## config.mk

```make
export PLATFORM = sky130hd
export DESIGN_NAME = intc_setclr_regs
export DESIGN_NICKNAME = d
export VERILOG_FILES = /design/src/rtl/intc_rf_pkg.sv /design/src/rtl/intc_rf_addr_dec.sv /design/src/rtl/intc_rf_field_diff.sv /design/src/rtl/intc_rf_chain_walker.sv /design/src/rtl/intc_setclr_regs.sv
export SDC_FILE = /design/constraint.sdc
export NUM_CORES = 1
export LEC_CHECK = 0
export BUFFER_PORTS_ARGS = -buffer_cell sky130_fd_sc_hd__buf_2
export CAP_MARGIN = 0
export CORE_UTILIZATION = 55
export DETAILED_ROUTE_END_ITERATION = 6
export PLACE_DENSITY = 0.76
export SLEW_MARGIN = 25
export SYNTH_ARGS = -nofsm -noshare
export SYNTH_HDL_FRONTEND = slang
export SYNTH_SLANG_ARGS = --single-unit
```

## constraint.sdc

```tcl
create_clock -name clk -period 13.95 [get_ports clk]
set_input_delay 1.395 -clock clk [delete_from_list [all_inputs] [get_ports clk]]
set_output_delay 1.395 -clock clk [all_outputs]
set_load 0.005 [all_outputs]
```

## src/rtl/intc_rf_pkg.sv

```systemverilog
package intc_rf_pkg;

    localparam int DEF_NMASK   = 2;
    localparam int DEF_NPRIO   = 2;
    localparam int DEF_REG_W   = 8;
    localparam int DEF_PRIO_FW = 4;
    localparam int DEF_NID     = 32;
    localparam int DEF_ID_W    = 5;
    localparam int DEF_NPF     = DEF_REG_W / DEF_PRIO_FW;
    localparam int DEF_NSLOT   = DEF_NMASK * DEF_REG_W + DEF_NPRIO * DEF_NPF;

    typedef enum logic [1:0] {
        WM_NONE   = 2'd0,
        WM_SET    = 2'd1,
        WM_CLR    = 2'd2,
        WM_DIRECT = 2'd3
    } wmode_e;

    // Field slot s is tied to identifier s by default.
    function automatic logic [DEF_NSLOT*DEF_ID_W-1:0] def_field_ids();
        logic [DEF_NSLOT*DEF_ID_W-1:0] r;
        r = '0;
        for (int s = 0; s < DEF_NSLOT; s++) begin
            r[s*DEF_ID_W +: DEF_ID_W] = DEF_ID_W'(s);
        end
        return r;
    endfunction

    function automatic logic [DEF_NID-1:0] def_has_vec();
        logic [DEF_NID-1:0] r;
        r     = '1;
        r[0]  = 1'b0;
        r[7]  = 1'b0;
        r[13] = 1'b0;
        r[17] = 1'b0;
        return r;
    endfunction

    function automatic logic [DEF_NID-1:0] def_en_req();
        logic [DEF_NID-1:0] r;
        r     = '1;
        r[0]  = 1'b0;
        r[12] = 1'b0;
        r[13] = 1'b0;
        return r;
    endfunction

    function automatic logic [DEF_NID*DEF_ID_W-1:0] def_next_id();
        logic [DEF_NID*DEF_ID_W-1:0] r;
        r = '0;
        r[7*DEF_ID_W  +: DEF_ID_W] = DEF_ID_W'(20);
        r[20*DEF_ID_W +: DEF_ID_W] = DEF_ID_W'(21);
        r[21*DEF_ID_W +: DEF_ID_W] = DEF_ID_W'(22);
        r[17*DEF_ID_W +: DEF_ID_W] = DEF_ID_W'(23);
        r[23*DEF_ID_W +: DEF_ID_W] = DEF_ID_W'(24);
        r[5*DEF_ID_W  +: DEF_ID_W] = DEF_ID_W'(25);
        return r;
    endfunction

endpackage

```

## src/rtl/intc_rf_addr_dec.sv

```systemverilog
module intc_rf_addr_dec
    import intc_rf_pkg::*;
#(
    parameter int              NMASK       = 2,
    parameter int              NPRIO       = 2,
    parameter logic [NPRIO-1:0] PRIO_DIRECT = 2'b10,
    parameter logic [28:0]     BASE_ADDR   = 29'h0080_0000,
    localparam int             NREG        = NMASK + NPRIO,
    localparam int             IDX_W       = (NREG > 1) ? $clog2(NREG) : 1
) (
    input  logic [31:0]      addr,
    output logic             hit,
    output logic [IDX_W-1:0] idx,
    output wmode_e           mode
);

    localparam int STRIDE  = 16;
    localparam int CLR_OFS = 4;
    localparam logic [31:0] LOW29 = 32'h1FFF_FFFF;

    logic [NREG-1:0] set_m;
    logic [NREG-1:0] clr_m;
    logic [NREG-1:0] dual_v;
    logic [31:0]     addr_l;

    assign addr_l = addr & LOW29;

    for (genvar r = 0; r < NREG; r++) begin : g_reg
        localparam logic [28:0] SET_A = BASE_ADDR + 29'(r * STRIDE);
        localparam logic [28:0] CLR_A = SET_A + 29'(CLR_OFS);
        if (r < NMASK) begin : g_mask
            assign dual_v[r] = 1'b1;
        end else begin : g_prio
            assign dual_v[r] = !PRIO_DIRECT[r-NMASK];
        end
        assign set_m[r] = (addr_l == {3'b000, SET_A});
        assign clr_m[r] = dual_v[r] && (addr_l == {3'b000, CLR_A});
    end

    always_comb begin
        hit  = 1'b0;
        idx  = '0;
        mode = WM_NONE;
        for (int r = 0; r < NREG; r++) begin
            if (set_m[r]) begin
                hit  = 1'b1;
                idx  = IDX_W'(r);
                mode = dual_v[r] ? WM_SET : WM_DIRECT;
            end else if (clr_m[r]) begin
                hit  = 1'b1;
                idx  = IDX_W'(r);
                mode = WM_CLR;
            end
        end
    end

endmodule

```

## src/rtl/intc_rf_field_diff.sv

```systemverilog
module intc_rf_field_diff
    import intc_rf_pkg::*;
#(
    parameter int  REG_W   = 8,
    parameter int  PRIO_FW = 4,
    localparam int NPF     = REG_W / PRIO_FW
) (
    input  logic [REG_W-1:0] old_val,
    input  logic [REG_W-1:0] wdata,
    input  wmode_e           mode,
    input  logic             is_prio,
    output logic [REG_W-1:0] new_val,
    output logic [REG_W-1:0] chg,
    output logic [REG_W-1:0] nz
);

    logic [REG_W-1:0] m_chg;
    logic [REG_W-1:0] m_nz;
    logic [NPF-1:0]   p_chg;
    logic [NPF-1:0]   p_nz;

    always_comb begin
        unique case (mode)
            WM_SET:    new_val = old_val | wdata;
            WM_CLR:    new_val = old_val & ~wdata;
            WM_DIRECT: new_val = wdata;
            default:   new_val = old_val;
        endcase
    end

    for (genvar f = 0; f < REG_W; f++) begin : g_bit
        assign m_chg[f] = old_val[f] ^ new_val[f];
        assign m_nz[f]  = new_val[f];
    end

    for (genvar f = 0; f < NPF; f++) begin : g_fld
        assign p_chg[f] = old_val[f*PRIO_FW +: PRIO_FW] != new_val[f*PRIO_FW +: PRIO_FW];
        assign p_nz[f]  = |new_val[f*PRIO_FW +: PRIO_FW];
    end

    assign chg = is_prio ? REG_W'(p_chg) : m_chg;
    assign nz  = is_prio ? REG_W'(p_nz)  : m_nz;

endmodule

```

## src/rtl/intc_rf_chain_walker.sv

```systemverilog
module intc_rf_chain_walker #(
    parameter int                    REG_W    = 8,
    parameter int                    NID      = 32,
    parameter int                    ID_W     = 5,
    parameter int                    NSLOT    = 20,
    parameter int                    SLOT_W   = 5,
    parameter logic [NSLOT*ID_W-1:0] FIELD_ID = '0,
    parameter logic [NID-1:0]        HAS_VEC  = '0,
    parameter logic [NID-1:0]        EN_REQ   = '0,
    parameter logic [NID*ID_W-1:0]   NEXT_ID  = '0
) (
    input  logic              clk,
    input  logic              rst_n,
    input  logic              start,
    input  logic [REG_W-1:0]  start_chg,
    input  logic [REG_W-1:0]  start_nz,
    input  logic [SLOT_W-1:0] start_base,
    output logic              busy,
    output logic              evt_valid,
    output logic [ID_W-1:0]   evt_id,
    output logic              evt_en
);

    localparam int FI_W = (REG_W > 1) ? $clog2(REG_W) : 1;

    typedef struct packed {
        logic [REG_W-1:0]  pend;
        logic [REG_W-1:0]  nz;
        logic [SLOT_W-1:0] base;
        logic              walking;
        logic [ID_W-1:0]   cur_id;
        logic              cur_en;
        logic              evt_valid;
        logic [ID_W-1:0]   evt_id;
        logic              evt_en;
    } wstate_t;

    wstate_t         s_d, s_q;
    logic            act;
    logic            grp;
    logic            ven;
    logic            found;
    logic            rsv;
    logic [ID_W-1:0] vid;
    logic [ID_W-1:0] nxt;
    logic [FI_W-1:0] top;
    int              slot_i;

    always_comb begin
        s_d           = s_q;
        s_d.evt_valid = 1'b0;
        act           = 1'b0;
        grp           = 1'b0;
        ven           = 1'b0;
        vid           = '0;
        nxt           = '0;
        rsv           = 1'b1;
        found         = 1'b0;
        top           = '0;
        slot_i        = 0;

        // highest pending field wins
        for (int f = 0; f < REG_W; f++) begin
            if (s_q.pend[f]) begin
                top   = FI_W'(f);
                found = 1'b1;
            end
        end

        if (start) begin
            s_d.pend    = start_chg;
            s_d.nz      = start_nz;
            s_d.base    = start_base;
            s_d.walking = 1'b0;
        end else if (s_q.walking) begin
            act = 1'b1;
            grp = 1'b1;
            vid = s_q.cur_id;
            ven = s_q.cur_en;
        end else if (found) begin
            act    = 1'b1;
            slot_i = int'(s_q.base) + int'(top);
            vid    = FIELD_ID[slot_i*ID_W +: ID_W];
            ven    = s_q.nz[top];
            s_d.pend[top] = 1'b0;
        end

        if (act) begin
            nxt         = NEXT_ID[int'(vid)*ID_W +: ID_W];
            rsv         = (vid == '0) || ((nxt == '0) && (!EN_REQ[vid] || !HAS_VEC[vid]));
            s_d.walking = 1'b0;
            if (!rsv) begin
                if (HAS_VEC[vid]) begin
                    s_d.evt_valid = 1'b1;
                    s_d.evt_id    = vid;
                    s_d.evt_en    = ven;
                end
                if ((grp || !HAS_VEC[vid]) && (nxt != '0)) begin
                    s_d.walking = 1'b1;
                    s_d.cur_id  = nxt;
                    s_d.cur_en  = ven;
                end
            end
        end
    end

    always_ff @(posedge clk or negedge rst_n) begin
        if (!rst_n) begin
            s_q <= '0;
        end else begin
            s_q <= s_d;
        end
    end

    assign busy      = s_q.walking | (|s_q.pend);
    assign evt_valid = s_q.evt_valid;
    assign evt_id    = s_q.evt_id;
    assign evt_en    = s_q.evt_en;


    evt_id_nonzero_chk: assert property (@(posedge clk) disable iff (!rst_n)
        evt_valid |-> (evt_id != '0));


    evt_vectored_chk: assert property (@(posedge clk) disable iff (!rst_n)
        evt_valid |-> HAS_VEC[evt_id]);


    evt_in_walk_chk: assert property (@(posedge clk) disable iff (!rst_n)
        evt_valid |-> $past(busy));

endmodule

```

## src/rtl/intc_setclr_regs.sv

```systemverilog
module intc_setclr_regs
    import intc_rf_pkg::*;
#(
    parameter int                    NMASK       = DEF_NMASK,
    parameter int                    NPRIO       = DEF_NPRIO,
    parameter int                    REG_W       = DEF_REG_W,
    parameter int                    PRIO_FW     = DEF_PRIO_FW,
    parameter int                    NID         = DEF_NID,
    parameter int                    ID_W        = DEF_ID_W,
    parameter logic [NPRIO-1:0]      PRIO_DIRECT = 2'b10,
    parameter logic [28:0]           BASE_ADDR   = 29'h0080_0000,
    localparam int                   NREG        = NMASK + NPRIO,
    localparam int                   NPF         = REG_W / PRIO_FW,
    localparam int                   NSLOT       = NMASK * REG_W + NPRIO * NPF,
    localparam int                   SLOT_W      = $clog2(NSLOT + 1),
    localparam int                   IDX_W       = (NREG > 1) ? $clog2(NREG) : 1,
    parameter logic [NSLOT*ID_W-1:0] FIELD_ID    = def_field_ids(),
    parameter logic [NID-1:0]        HAS_VEC     = def_has_vec(),
    parameter logic [NID-1:0]        EN_REQ      = def_en_req(),
    parameter logic [NID*ID_W-1:0]   NEXT_ID     = def_next_id()
) (
    input  logic             clk,
    input  logic             rst_n,
    input  logic [31:0]      bus_addr,
    input  logic             wr_en,
    input  logic [REG_W-1:0] wr_data,
    output logic             wr_ready,
    output logic [REG_W-1:0] rd_data,
    output logic             evt_valid,
    output logic [ID_W-1:0]  evt_id,
    output logic             evt_enable
);

    typedef struct packed {
        logic [NREG-1:0][REG_W-1:0] regs;
    } rf_state_t;

    rf_state_t         st_d, st_q;
    logic              dec_hit;
    logic [IDX_W-1:0]  dec_idx;
    wmode_e            dec_mode;
    logic              is_prio;
    logic              busy;
    logic              start;
    logic [REG_W-1:0]  old_val;
    logic [REG_W-1:0]  new_val;
    logic [REG_W-1:0]  chg;
    logic [REG_W-1:0]  nz;
    logic [SLOT_W-1:0] slot_base;

    intc_rf_addr_dec #(
        .NMASK      (NMASK),
        .NPRIO      (NPRIO),
        .PRIO_DIRECT(PRIO_DIRECT),
        .BASE_ADDR  (BASE_ADDR)
    ) addr_dec_i (
        .addr(bus_addr),
        .hit (dec_hit),
        .idx (dec_idx),
        .mode(dec_mode)
    );

    assign old_val = st_q.regs[dec_idx];
    assign is_prio = int'(dec_idx) >= NMASK;

    intc_rf_field_diff #(
        .REG_W  (REG_W),
        .PRIO_FW(PRIO_FW)
    ) field_diff_i (
        .old_val(old_val),
        .wdata  (wr_data),
        .mode   (dec_mode),
        .is_prio(is_prio),
        .new_val(new_val),
        .chg    (chg),
        .nz     (nz)
    );

    always_comb begin
        if (is_prio) begin
            slot_base = SLOT_W'(NMASK * REG_W + (int'(dec_idx) - NMASK) * NPF);
        end else begin
            slot_base = SLOT_W'(int'(dec_idx) * REG_W);
        end
    end

    assign start = wr_en && !busy && dec_hit;

    always_comb begin
        st_d = st_q;
        if (start) begin
            st_d.regs[dec_idx] = new_val;
        end
    end

    always_ff @(posedge clk or negedge rst_n) begin
        if (!rst_n) begin
            st_q <= '0;
        end else begin
            st_q <= st_d;
        end
    end

    intc_rf_chain_walker #(
        .REG_W   (REG_W),
        .NID     (NID),
        .ID_W    (ID_W),
        .NSLOT   (NSLOT),
        .SLOT_W  (SLOT_W),
        .FIELD_ID(FIELD_ID),
        .HAS_VEC (HAS_VEC),
        .EN_REQ  (EN_REQ),
        .NEXT_ID (NEXT_ID)
    ) walker_i (
        .clk       (clk),
        .rst_n     (rst_n),
        .start     (start),
        .start_chg (chg),
        .start_nz  (nz),
        .start_base(slot_base),
        .busy      (busy),
        .evt_valid (evt_valid),
        .evt_id    (evt_id),
        .evt_en    (evt_enable)
    );

    assign wr_ready = !busy;
    assign rd_data  = dec_hit ? st_q.regs[dec_idx] : '0;


    set_alias_or_chk: assert property (@(posedge clk) disable iff (!rst_n)
        (start && dec_mode == WM_SET) |=>
            ((st_q.regs[$past(dec_idx)] & $past(wr_data)) == $past(wr_data)));


    clr_alias_and_chk: assert property (@(posedge clk) disable iff (!rst_n)
        (start && dec_mode == WM_CLR) |=>
            ((st_q.regs[$past(dec_idx)] & $past(wr_data)) == '0));


    direct_load_chk: assert property (@(posedge clk) disable iff (!rst_n)
        (start && dec_mode == WM_DIRECT) |=>
            (st_q.regs[$past(dec_idx)] == $past(wr_data)));


    stall_hold_chk: assert property (@(posedge clk) disable iff (!rst_n)
        (wr_en && !wr_ready) |=> $stable(st_q.regs));

endmodule

```

# Word level (Yosys, flattened, before mapping)
# Memories as Yosys holds them, arrays and structs flattened.
# Cells that the tools add are included.
[word_totals] register_bits=67 mem_bits_ro=64 out_inout_bits=16 word_cells=148 n_memories=2 inputBits=43
[classes] muxes=69 n_mul=2 order_cmp=6 n_bitwise=15 add_sub_neg=3 n_shift=2 eq_ne=13 n_reduce_logical=23
[memory_table] name="(name not given)" words=32 word_bits=1 rd=1 rd_ports_with_merged_regs=0 wr=0 line="intc_rf_chain_walker.sv:90" rtl="rsv = (vid == '0) || ((nxt == '0) && (!EN_REQ[vid] || !HAS_VEC[vid]));"
[memory_table] name="(name not given)" words=32 word_bits=1 rd=1 rd_ports_with_merged_regs=0 wr=0 line="intc_rf_chain_walker.sv:90"
[op_table] operator="29-bit by 24-bit equality test with 1-bit output (second input constant)" n=7
[op_table] operator="160-bit by 32-bit indexed part select with 5-bit output (first input constant)" n=1
[op_table] operator="100-bit by 32-bit indexed part select with 5-bit output (first input constant)" n=1
[op_table] operator="8-bit two-way mux" n=8
[op_table] operator="32-bit bitwise mux" n=1
[op_table] operator="32-bit by 4-bit multiplier with 32-bit output (second input constant)" n=1
[op_table] operator="1-bit two-way mux" n=31
[op_table] operator="14-bit two-way mux" n=2
[op_table] operator="2-bit two-way mux" n=12
[op_table] operator="8-bit one-hot mux with 3 select lines" n=1
[op_table] operator="5-bit two-way mux" n=4
[op_table] operator="8-bit bitwise AND" n=2
[op_table] operator="8-bit binary-select mux with 2-bit select" n=1
[op_table] operator="8-bit demux with 2-bit select" n=1
[op_table] operator="8-bit NOT" n=2
[op_table] operator="7-bit two-way mux" n=2
[op_table] operator="3-bit two-way mux" n=4
[op_table] operator="5-bit zero test" n=2
[op_table] operator="5-bit by 3-bit multiplier with 8-bit output (second input constant)" n=1
[op_table] operator="4-bit != test" n=2
[op_table] operator="8-bit bitwise OR" n=1
[op_table] operator="4-bit OR reduction" n=2
[op_table] operator="8-bit OR reduction" n=1
[op_table] operator="1-bit XOR" n=8
[op_table] operator="other kinds (23)" n=35

# Depth between registers and ports, before layout
# Gate-level depths: netlist of the first run.
[depth] depth_word=21 mapped_depth=26 mapped_depth_nobuf=22

# Modules after synthesis
# From an unflattened synthesis of the first run, not the netlist that was laid out.
[hier_totals] cells_unflattened=419 area_unflattened_um2=4324.1
[by_module_without_submodules] module="intc_rf_chain_walker" n_inst=1 seq_area_each_um2=875.8 area_each_um2=2064.5 cells_each=204
[by_module_without_submodules] module="intc_setclr_regs" n_inst=1 seq_area_each_um2=800.8 area_each_um2=1537.7 cells_each=96
[by_module_without_submodules] module="intc_rf_field_diff" n_inst=1 seq_area_each_um2=0.0 area_each_um2=591.8 cells_each=98
[by_module_without_submodules] module="intc_rf_addr_dec" n_inst=1 seq_area_each_um2=0.0 area_each_um2=130.1 cells_each=21

# Worst setup path before layout of the first run
# OpenSTA, ideal clock, no wires.
[synth_timing] path_kind="register -> register" start="register walker_i.s_q[34] (netlist bit)" end="register walker_i.s_q (netlist bit walker_i.evt_en)" synth_period_minus_slack_ns=5.233 arrival_ns=5.108 setup_time_ns=0.125 path_slack_ns=8.717 stages_incl_launch_ff=25 path_buffers=4 required_time_ns=13.825 cell_sequence="dfrtp_1 buf_2 buf_2 inv_1 nand2_1 nor2_1 inv_1 ha_1 inv_1 fa_1 xnor2_1 ha_1 ha_1 fa_1 clkbuf_1 clkbuf_1 nor3_1 o41ai_1 o211ai_1 o211ai_1 nand2_1 mux2_4 a22oi_2 a2bb2oi_2 mux2_4"
[synth_between] elab_chain_cells=15 word_cells_on_any_way=36 cone_classes="add/sub: 1; mul: 2; shift: 2; mux: 15; bitwise: 2; reduce/logical: 12; memory: 2"
[synth_lines] element="start: declaration" line="intc_rf_chain_walker.sv:38" rtl="wstate_t s_d, s_q;"
[synth_lines] element="start signal: assignment" line="intc_rf_chain_walker.sv:109" rtl="s_q <= '0;"
[synth_lines] element="start signal: assignment" line="intc_rf_chain_walker.sv:111" rtl="s_q <= s_d;"
[synth_lines] element="parallel branches: the longest is 15 deep, another holds 32-bit by 4-bit multiplier with 32-bit output"
# Parallel ways; which one is timed is not known. The select of a mux whose other input is x is not followed.
# A chain may end at the register's enable or synchronous reset.

# Worst setup path after layout of the first run
[layout_timing] start="register walker_i.s_q[30] (netlist bit)" end="register walker_i.s_q (netlist bit walker_i.evt_en)"
[layout_between] elab_chain_cells=19 word_cells_on_any_way=44 cone_classes="add/sub: 1; mul: 2; shift: 2; mux: 23; bitwise: 2; reduce/logical: 12; memory: 2"
[layout_lines] element="parallel branches: the longest is 19 deep, another holds 32-bit by 4-bit multiplier with 32-bit output"
# Parallel ways; which one is timed is not known. The select of a mux whose other input is x is not followed.

==> results.env, run 1 <==
WORST_HOLD_PATH_TYPE='reg -> reg'
FIRST_GLOBAL_VIAS=4919
YOSYS.CELL_TYPES.COUNT=84
DIE-WIDTH_UM=100
HOLDBUFCOUNTCTS=0
CRITPATHARRIVALTIME_PS=6490
FINAL-SEQ-AREA_UM2=1650
DIE_H_UM=100
MAPPEDNETLISTNETS=714
SYNTHESIS.AREA_PER_INSTANCE_UM2=8.02
SHARE_CLK_OF_TOTAL_POWER_PCT=34.1
DRT_WL_TOTAL_UM=14500
GRT_ANTENNA_BEFORE_REPAIR=0
CELLINTERNALPOWER_uW=354
IO_BUFFER_COUNT=55
FINAL-SETUP-VIOL-COUNT=0
DRC=0
CPPEAKSTAGEDELAY_PS=790
CLOCK_TREE.HTREE_LEVEL_COUNT=3
TNS_PS=0
NUMBER_OF_OPTIMIZATION_ITERATIONS_IN_THE_FIRST_DETAILED_ROUTE_PASS=5
DR.FIRST_ITER.DRC_COUNT=635
ROUTED_WIRE_LENGTH_PER_INSTANCE_UM=17.7
CRITICAL_PATH.STARTPOINT_TYPE='flip-flop'
GRT_FIRST_PASS_WIRELENGTH_UM=24500
NETSWITCHINGPOWER_uW=163
P_PER_AREA_nW_PER_UM2=89.9
WORST_CLOCK_SKEW_PS=11.7
PLACEMENTROWS=35
TIMING.SETUP.CRITICAL_PATH_CLASS='reg -> reg'
SWITCHING_SHARE_PCT=31.6
POST_SYNTH_INSTANCE_AREA_UM2=5290
FINAL_DESIGN_AREA_NO_FILL_UM2=5760
YS_DOMINANT_REG_CELL='sky130_fd_sc_hd__dfrtp_1'
POSTCTSSETUPBUFFERS=0
DRT.ANTENNA.VIOLATING_NETS=0
FLOORPLAN.IO_PINS=59
RSZ0062_AT_GRT='no'
YOSYSTOPAREACELLSHARE_PCT=31.2
SYN_INST=660
LAYOUT-AREA-OVERHEAD-VS-SYNTH_PCT=8.82
LAYOUT_WORST_PATH_CYCLE_SHARE_PCT=44.9
PLACE_AREA_UM2=5530
CLK-INSERTION-DELAY-LATE_PS=340
FINALPOWER_uW=518
TOTAL_GLOBAL_ROUTING_TRACK_UTILIZATION_PCT=31.1
PRE_CTS_SLACK_PS=7830
DIE_AREA_UM2=10000
MAX_SLEW.WORST_PIN.SLEW_PS=1010
LAYOUT.NETS=741
MULTIINPUTGATEAREA_UM2=3340
DRV_SLEW=0
LAYOUT-DRIVE-GT1-SHARE_PCT=17.4
VIASPERCELL=6.32
SYNTH_EDF_COUNT=0
CLOCK_TREE_FROM_TRITONCTS='built'
CTS-ROOT-TO-SINK-BUFFERS=2
SYNTHTOPCELLSBYAREA='sky130_fd_sc_hd__dfrtp_1, sky130_fd_sc_hd__nand2_1, sky130_fd_sc_hd__o21ai_0, sky130_fd_sc_hd__a21oi_1, sky130_fd_sc_hd__nor2_1'
VIAS=5179
PERIOD_NEEDED_PS=6270
INSERTEDDIODECOUNT=0
ROOT_BUFFER='sky130_fd_sc_hd__clkbuf_8'
CORE_REGION_AREA_UM2=9280
MAX_FREQ_MHz=160
SYNTH.TOP_CELLS.BY_COUNT='sky130_fd_sc_hd__nand2_1, sky130_fd_sc_hd__o21ai_0, sky130_fd_sc_hd__dfrtp_1, sky130_fd_sc_hd__nor2_1, sky130_fd_sc_hd__a21oi_1'
CP_SLOWEST_CELL='sky130_fd_sc_hd__xnor2_1'
TIMING.CRITICAL_PATH.CELLS='nor2_1, nor3_1, nor2_1, inv_1, ha_1, inv_1, fa_1, xnor2_1, ha_1, ha_1, fa_1, xnor2_1, o211ai_1, a2111oi_2, nor2_1, o21ai_2, nor3_2, a22oi_2, a2bb2oi_2, mux2_4'
POST_CTS_RESIZED=0
CRITICAL_PATH_PEAK_FANOUT=18
CRIT_PATH_END_KIND='flip-flop'
TRITONCTS_NUM_SINKS=66
GRT-OVFL-TOTAL=0
SYNTHMOSTINSTANTIATEDCELL='sky130_fd_sc_hd__nand2_1'
PLACE.GP.CONGESTION=0.949
POWER.COMBINATIONAL.FRACTION_PCT=24.6
SYNTH-SEQ-AREA-SHARE_PCT=31.2
LARGEST_NET_DEGREE_AT_THE_START_OF_GLOBAL_ROUTING=67
FLOORPLAN.INITIALDENSITY_PCT=57.0
HOLD_VIOL=0
POWER.IR.VDD_WORST_mV=0.111
YS_ASYNC_SR_FRACTION_PCT=100
DP_HPWL_UM=10300
RUN_STATUS='completed'
CAP_VIOLATIONS=0
SYNTH_LARGEST_AREA_CELL='sky130_fd_sc_hd__dfrtp_1'
SLEW-LIMIT-HEADROOM_PCT=32.0
FILLER_CELL_COUNT=829
CTS.CLK_SLEW.WORST_PATHS_PS=70
YS.WARNINGS.COUNT=0
SYNTH.FF_LATCH_COUNT=66
FINALWORSTSETUPSLACK_PS=7680
P_LEAK_nW=2.44
CRITICAL_PATH_REQUIRED_PS=14170
NUMCTSBUFFERS=9
SEQ_POWER_SHARE_PCT=41.3
## stage by stage
stage | hold WS [ps] | std cells | util (%)
after floorplan | 435 | 660 | -
after CTS | 485 | 819 | 61.8
after detailed placement | 464 | 804 | 59.5
after global routing | 496 | 820 | 62.0
after global placement | 452 | 804 | 59.5
final | 479 | 820 | 62.0
## sequential cells by signal, indices dropped and copies added, names as in the netlist
register,flops
walker_i.evt_valid,1
walker_i.s_q,27
walker_i.evt_id,5
walker_i.evt_en,1
st_q,32
## logic make-up (layout without fill, tap and decap cells)
family          Yosys count  count (layout)  synth area share (%)
simple gates            259             259                  23.6
compound gates          219             219                  28.3
flops                    66              66                  31.2
buf+inv                  63              94                  6.01
mux                      30              30                  6.10
fa+ha+maj                11              11                  2.88
xor+xnor                 11              11                  1.82
other cells               1               1                0.0709
## routing by layer
layer	wire (um)	up-vias	part of all wire (%)	global-route usage, %
met5	0	-	0	0
met4	187	0	1.3	8.03
met3	1110	22	7.6	5.50
met2	6580	225	45	47.9
met1	6670	2460	46	45.3
li1	-	2472	-	-
## placed cells by master, fill, tap and decap left out, types with 4 or more instances in the layout
master                     count
sky130_fd_sc_hd__buf_2        56
sky130_fd_sc_hd__nand4_1       8
sky130_fd_sc_hd__ha_1          9
sky130_fd_sc_hd__o211ai_1      5
sky130_fd_sc_hd__nor2_1       53
sky130_fd_sc_hd__nor2b_1       6
sky130_fd_sc_hd__and2_1        4
sky130_fd_sc_hd__mux2i_1      18
sky130_fd_sc_hd__nor4_1        9
sky130_fd_sc_hd__o21ai_1       4
sky130_fd_sc_hd__nor3_1       15
sky130_fd_sc_hd__mux2_2        9
sky130_fd_sc_hd__a21o_1        5
sky130_fd_sc_hd__o21ai_0      73
sky130_fd_sc_hd__xor2_1        4
sky130_fd_sc_hd__nand2_1     104
sky130_fd_sc_hd__o31ai_1      12
sky130_fd_sc_hd__a21oi_1      41
sky130_fd_sc_hd__xnor2_1       7
sky130_fd_sc_hd__or3_1         4
sky130_fd_sc_hd__a22oi_1       6
sky130_fd_sc_hd__clkbuf_8      9
sky130_fd_sc_hd__o21a_1        9
sky130_fd_sc_hd__nand2b_1      8
sky130_fd_sc_hd__or2_2         4
sky130_fd_sc_hd__inv_1        18
sky130_fd_sc_hd__buf_4         5
sky130_fd_sc_hd__nand3_1      20
sky130_fd_sc_hd__dfrtp_1      66
sky130_fd_sc_hd__a31oi_1       5
sky130_fd_sc_hd__a211oi_1      7
## area by class of cell
cell class / count / share of cell area (%)
Inverter: 18 / 1.17
Tap cell: 129 / 2.80
Clock inverter: 6 / 1.61
Sequential cell: 66 / 28.7
Clock buffer: 9 / 2.15
Timing Repair Buffer: 61 / 5.52
Multi-Input combinational cell: 531 / 58.1
## worst paths after layout
| check | cells after the start | start | slack (ps) | to |
|---|---|---|---|---|
| max | 20 | walker_i.s_q[30]$_DFFE_PN0P_ | 7680 | walker_i.evt_en$_DFFE_PN0P_ |
| min in group asynchronous | 2 | rst_n | 1230 | st_q[26]$_DFFE_PN0P_ |
| max in group asynchronous | 2 | rst_n | 12170 | walker_i.s_q[27]$_DFFE_PN0P_ |
| min | 2 | st_q[15]$_DFFE_PN0P_ | 480 | st_q[15]$_DFFE_PN0P_ |
| max reg2reg | 20 | walker_i.s_q[30]$_DFFE_PN0P_ | 7680 | walker_i.evt_en$_DFFE_PN0P_ |
| min reg2reg | 2 | st_q[15]$_DFFE_PN0P_ | 480 | st_q[15]$_DFFE_PN0P_ |
## power groups by stage
stage          sequential [mW]  clock [mW]  combinational (mW)
5_1_grt                  0.216       0.188               0.140
2_1_floorplan            0.213           0              0.0996
3_5_place_dp             0.217           0               0.125
4_1_cts                  0.214       0.179               0.126
6_report                 0.214       0.177               0.127
3_3_place_gp             0.217           0               0.123
## critical path, delay by kind of cell, from the launching register on
family	cells	cell delay (ps)
adders and majority gates	5	1370
muxes	1	320
DFF	1	450
and+or+nand+nor	5	1010
AOI/OAI and AO/OA	5	1890
xor gates and xnor gates	2	950
buffers and inverters	2	150
Note: power is estimated with default switching activity, not from simulation.
==> run 2, diff against run 1 <==
--- a/config.mk
+++ b/config.mk
@@ -5,11 +5,12 @@
 export SDC_FILE = /design/constraint.sdc
 export NUM_CORES = 1
 export LEC_CHECK = 0
+export ABC_AREA = 1
 export BUFFER_PORTS_ARGS = -buffer_cell sky130_fd_sc_hd__buf_2
 export CAP_MARGIN = 0
 export CORE_UTILIZATION = 55
 export DETAILED_ROUTE_END_ITERATION = 6
-export PLACE_DENSITY = 0.76
+export PLACE_DENSITY = 0.75
 export SLEW_MARGIN = 25
 export SYNTH_ARGS = -nofsm -noshare
 export SYNTH_HDL_FRONTEND = slang
==> constraint.sdc (replaced) <==
create_clock -name clk -period 5.9 [get_ports clk]
set_input_delay 0.59 -clock clk [delete_from_list [all_inputs] [get_ports clk]]
set_output_delay 0.59 -clock clk [all_outputs]
set_load 0.005 [all_outputs]
==> results.env, run 2 <==
RUN_STATUS='completed'
CRIT_PATH_FREQUENT_CELL='sky130_fd_sc_hd__nand2_1'
YS_ASYNC_SR_FRACTION_PCT=100
P_PER_AREA_nW_PER_UM2=551
SLEW-LIMIT-HEADROOM_PCT=42.9
LARGEST_REGISTER_FFS=32
NUMCTSBUFFERS=9
IO_BUFFER_COUNT=55
TRITONCTS_NUM_SINKS=66
GRT-OVFL-TOTAL=0
LARGEST_REGISTER='st_q'
PERIOD_NEEDED_PS=5000
PLACEMENTROWS=35
YS_DOMINANT_REG_CELL='sky130_fd_sc_hd__dfrtp_1'
FINAL_CORE_UTIL_PCT=64.0
TIMING.SETUP.CRITICAL_PATH_CLASS='reg -> reg'
P_LEAK_nW=3.12
CLOCK_TREE.HTREE_LEVEL_COUNT=3
NUMBER_OF_OPTIMIZATION_ITERATIONS_IN_THE_FIRST_DETAILED_ROUTE_PASS=6
SYNTH_EDF_COUNT=0
CRITICAL_PATH_REQUIRED_PS=6140
CORE_REGION_AREA_UM2=9370
NETSWITCHINGPOWER_mW=1.85
FLOORPLAN.INITIALDENSITY_PCT=57.8
CRITICAL_PATH.TOP_DELAY_FAMILY='adder cells'
YOSYS.CELL_TYPES.COUNT=49
SHARE_OF_SYNTHESIZED_CELL_AREA_IN_FULL_ADDER_HALF_ADDER_AND_MAJORITY_CELLS_PCT=2.82
TIMING.REG2REG.SETUP_SLACK_PS=900
ROUTED_WIRE_LENGTH_PER_INSTANCE_UM=15.4
VIAS=5732
SYN_INST=815
FINAL-SEQ-AREA_UM2=1650
CRITICAL_PATH.STARTPOINT_TYPE='flip-flop'
PLACE.DETAILED.INSTANCES=983
LAYOUTNONFILLERINSTCOUNT=999
FLOORPLAN.IO_PINS=59
RSZ0062_AT_GRT='no'
GRT_FIRST_PASS_WIRELENGTH_UM=25800
YS.WARNINGS.COUNT=0
DRV_SLEW=0
MOST-COMMON-LAYOUT-CELLS='sky130_fd_sc_hd__nand2_1, sky130_fd_sc_hd__inv_1, sky130_fd_sc_hd__nand3_1'
TOTAL_GLOBAL_ROUTING_TRACK_UTILIZATION_PCT=32.1
DIE-WIDTH_UM=101
CLK-INSERTION-DELAY-LATE_PS=350
PLACE.GP.CONGESTION=0.919
POSTCTSSETUPBUFFERS=0
SHARE_CLK_OF_TOTAL_POWER_PCT=13.3
LARGEST_NET_DEGREE_AT_THE_START_OF_GLOBAL_ROUTING=67
FIRST_GLOBAL_VIAS=5495
INSERTEDDIODECOUNT=0
SYNTH-SEQ-AREA-SHARE_PCT=30.5
SEQ_POWER_SHARE_PCT=16.2
CAP_VIOLATIONS=0
SYNTH.TOP_CELLS.BY_COUNT='sky130_fd_sc_hd__nand2_1, sky130_fd_sc_hd__inv_1, sky130_fd_sc_hd__nand3_1, sky130_fd_sc_hd__dfrtp_1, sky130_fd_sc_hd__o21ai_0'
LAYOUT-DRIVE-GT1-SHARE_PCT=17.9
MAX_FREQ_MHz=200
GRT_ANTENNA_BEFORE_REPAIR=0
CELLINTERNALPOWER_mW=1.46
MAX_SLEW.WORST_PIN.SLEW_PS=856
POST_SYNTH_INSTANCE_AREA_UM2=5410
DRT_WL_TOTAL_UM=15400
WORST_CLOCK_SKEW_PS=8.01
CTS-ROOT-TO-SINK-BUFFERS=2
FINAL-SETUP-VIOL-COUNT=0
SYNTHXORXNORAREAFRAC_PCT=0.786
WORST_HOLD_PATH_TYPE='in -> async'
DP_HPWL_UM=11500
DRC=0
CP_SLOWEST_CELL='sky130_fd_sc_hd__xor2_2'
SYNTHESIS.AREA_PER_INSTANCE_UM2=6.64
LAYOUT_WORST_PATH_CYCLE_SHARE_PCT=84.8
LAYOUT-AREA-OVERHEAD-VS-SYNTH_PCT=10.8
FINAL_COMMON_CELL='sky130_fd_sc_hd__nand2_1'
COMBINATIONAL_FAMILY_WITH_THE_MOST_AREA_AFTER_SYNTHESIS='simple AND/OR/NAND/NOR gates'
HOLD_VIOL=0
POWER.IR.VDD_WORST_mV=0.389
POST_SYNTH_AND_OR_NAND_NOR_AREA_FRACTION_PCT=39.3
CLOCK_TREE_FROM_TRITONCTS='built'
MAPPEDNETLISTNETS=869
TNS_PS=0
YOSYS-MUX-AREA-FRACTION_PCT=0
SYNTH_LARGEST_AREA_CELL='sky130_fd_sc_hd__dfrtp_1'
SYNTHMOSTINSTANTIATEDCELL='sky130_fd_sc_hd__nand2_1'
SYNTHTOPCELLSBYAREA='sky130_fd_sc_hd__dfrtp_1, sky130_fd_sc_hd__nand2_1, sky130_fd_sc_hd__nand3_1, sky130_fd_sc_hd__inv_1, sky130_fd_sc_hd__o21ai_0'
SYNTH_COMPOUND_AREA_SHARE_PCT=16.6
SWITCHING_SHARE_PCT=55.8
DRT.ANTENNA.VIOLATING_NETS=0
ROOT_BUFFER='sky130_fd_sc_hd__clkbuf_8'
MULTIINPUTGATEAREA_UM2=3220
CRIT_PATH_END_KIND='flip-flop'
CRITPATHARRIVALTIME_PS=5250
DR.FIRST_ITER.DRC_COUNT=396
FINAL_DESIGN_AREA_NO_FILL_UM2=6000
POWER.COMBINATIONAL.FRACTION_PCT=70.6
HOLDBUFCOUNTCTS=0
SYNTH.FF_LATCH_COUNT=66
CPPEAKSTAGEDELAY_PS=530
VIASPERCELL=5.74
CRITICAL_PATH_PEAK_FANOUT=10
PLACE_AREA_UM2=5770
YOSYSTOPAREACELLSHARE_PCT=30.5
FILLER_CELL_COUNT=933
DIE_H_UM=101
LAYOUT.NETS=919
DIE_AREA_UM2=10200
CTS.CLK_SLEW.WORST_PATHS_PS=80
CRITICAL_PATH.N_BUFFERS_INVERTERS=5
POST_CTS_RESIZED=0
## run 2: changes by cell type in the layout (fill, tap and decap cells not counted), moves of 12 or more
cell	before	now
sky130_fd_sc_hd__nand2_1	104	237
sky130_fd_sc_hd__mux2i_1	18	0
sky130_fd_sc_hd__nand2_2	0	12
sky130_fd_sc_hd__o21ai_1	4	16
sky130_fd_sc_hd__o31ai_1	12	0
sky130_fd_sc_hd__inv_2	0	13
sky130_fd_sc_hd__nand4_1	8	20
sky130_fd_sc_hd__or2_2	4	16
sky130_fd_sc_hd__inv_1	18	93
sky130_fd_sc_hd__nand3_1	20	71
## run 2: final cells by class
type	instances	area share, %
clock inverters	7	1.67
multi-input cells	617	53.8
clock buffers	9	2.07
inverters	110	6.93
well taps	129	2.69
repair buffers	61	5.34
flip-flops and latches	66	27.5
## run 2: logic make-up after synthesis
| kind of cell | count (synthesis) |
|---|---|
| simple gates | 447 |
| compound gates | 154 |
| buf+inv | 132 |
| flops | 66 |
| fa+ha+maj | 11 |
| xor+xnor | 4 |
| other cells | 1 |
## run 2: path summary, 6_finish.rpt
check / from / end / depth (start not counted)
worst max-delay path: walker_i.s_q[31]$_DFFE_PN0P_ / walker_i.s_q[9]$_DFFE_PN0P_ / 26
worst min-delay path: rst_n / walker_i.s_q[9]$_DFFE_PN0P_ / 2
worst max register to register: walker_i.s_q[31]$_DFFE_PN0P_ / walker_i.s_q[9]$_DFFE_PN0P_ / 26
worst min register to register: walker_i.evt_id[4]$_DFFE_PN0P_ / walker_i.evt_id[4]$_DFFE_PN0P_ / 2
max in group asynchronous: rst_n / walker_i.s_q[28]$_DFFE_PN0P_ / 2
min in group clk: walker_i.evt_id[4]$_DFFE_PN0P_ / walker_i.evt_id[4]$_DFFE_PN0P_ / 2
## run 2: power groups by stage
| stage | combinational (mW) | sequential (mW) | clock, mW |
|---|---|---|---|
| finish | 2.33 | 0.535 | 0.439 |
| global route | 2.64 | 0.540 | 0.455 |
| CTS | 2.30 | 0.534 | 0.438 |
| detailed placement | 2.29 | 0.543 | 0 |
| global placement | 2.27 | 0.541 | 0 |
| floorplan | 1.80 | 0.536 | 0 |
## run 2: routing by layer
metal / wire, um / GRT usage (%) / vias to the layer above
li1: - / - / 2785
met1: 6390 / 39.7 / 2660
met2: 7470 / 55.6 / 245
met3: 1100 / 6.14 / 42
met4: 394 / 12.4 / 0
met5: 0 / 0 / -
## run 2: metrics by stage
stage / hold slack (ps) / power (mW) / worst slack (ps)
after floorplan: 294 / 2.34 / 1690
after global placement: 447 / 2.81 / 1070
after detailed placement: 452 / 2.83 / 966
after CTS: 461 / 3.28 / 924
after global routing: 483 / 3.63 / 468
final: 420 / 3.31 / 897
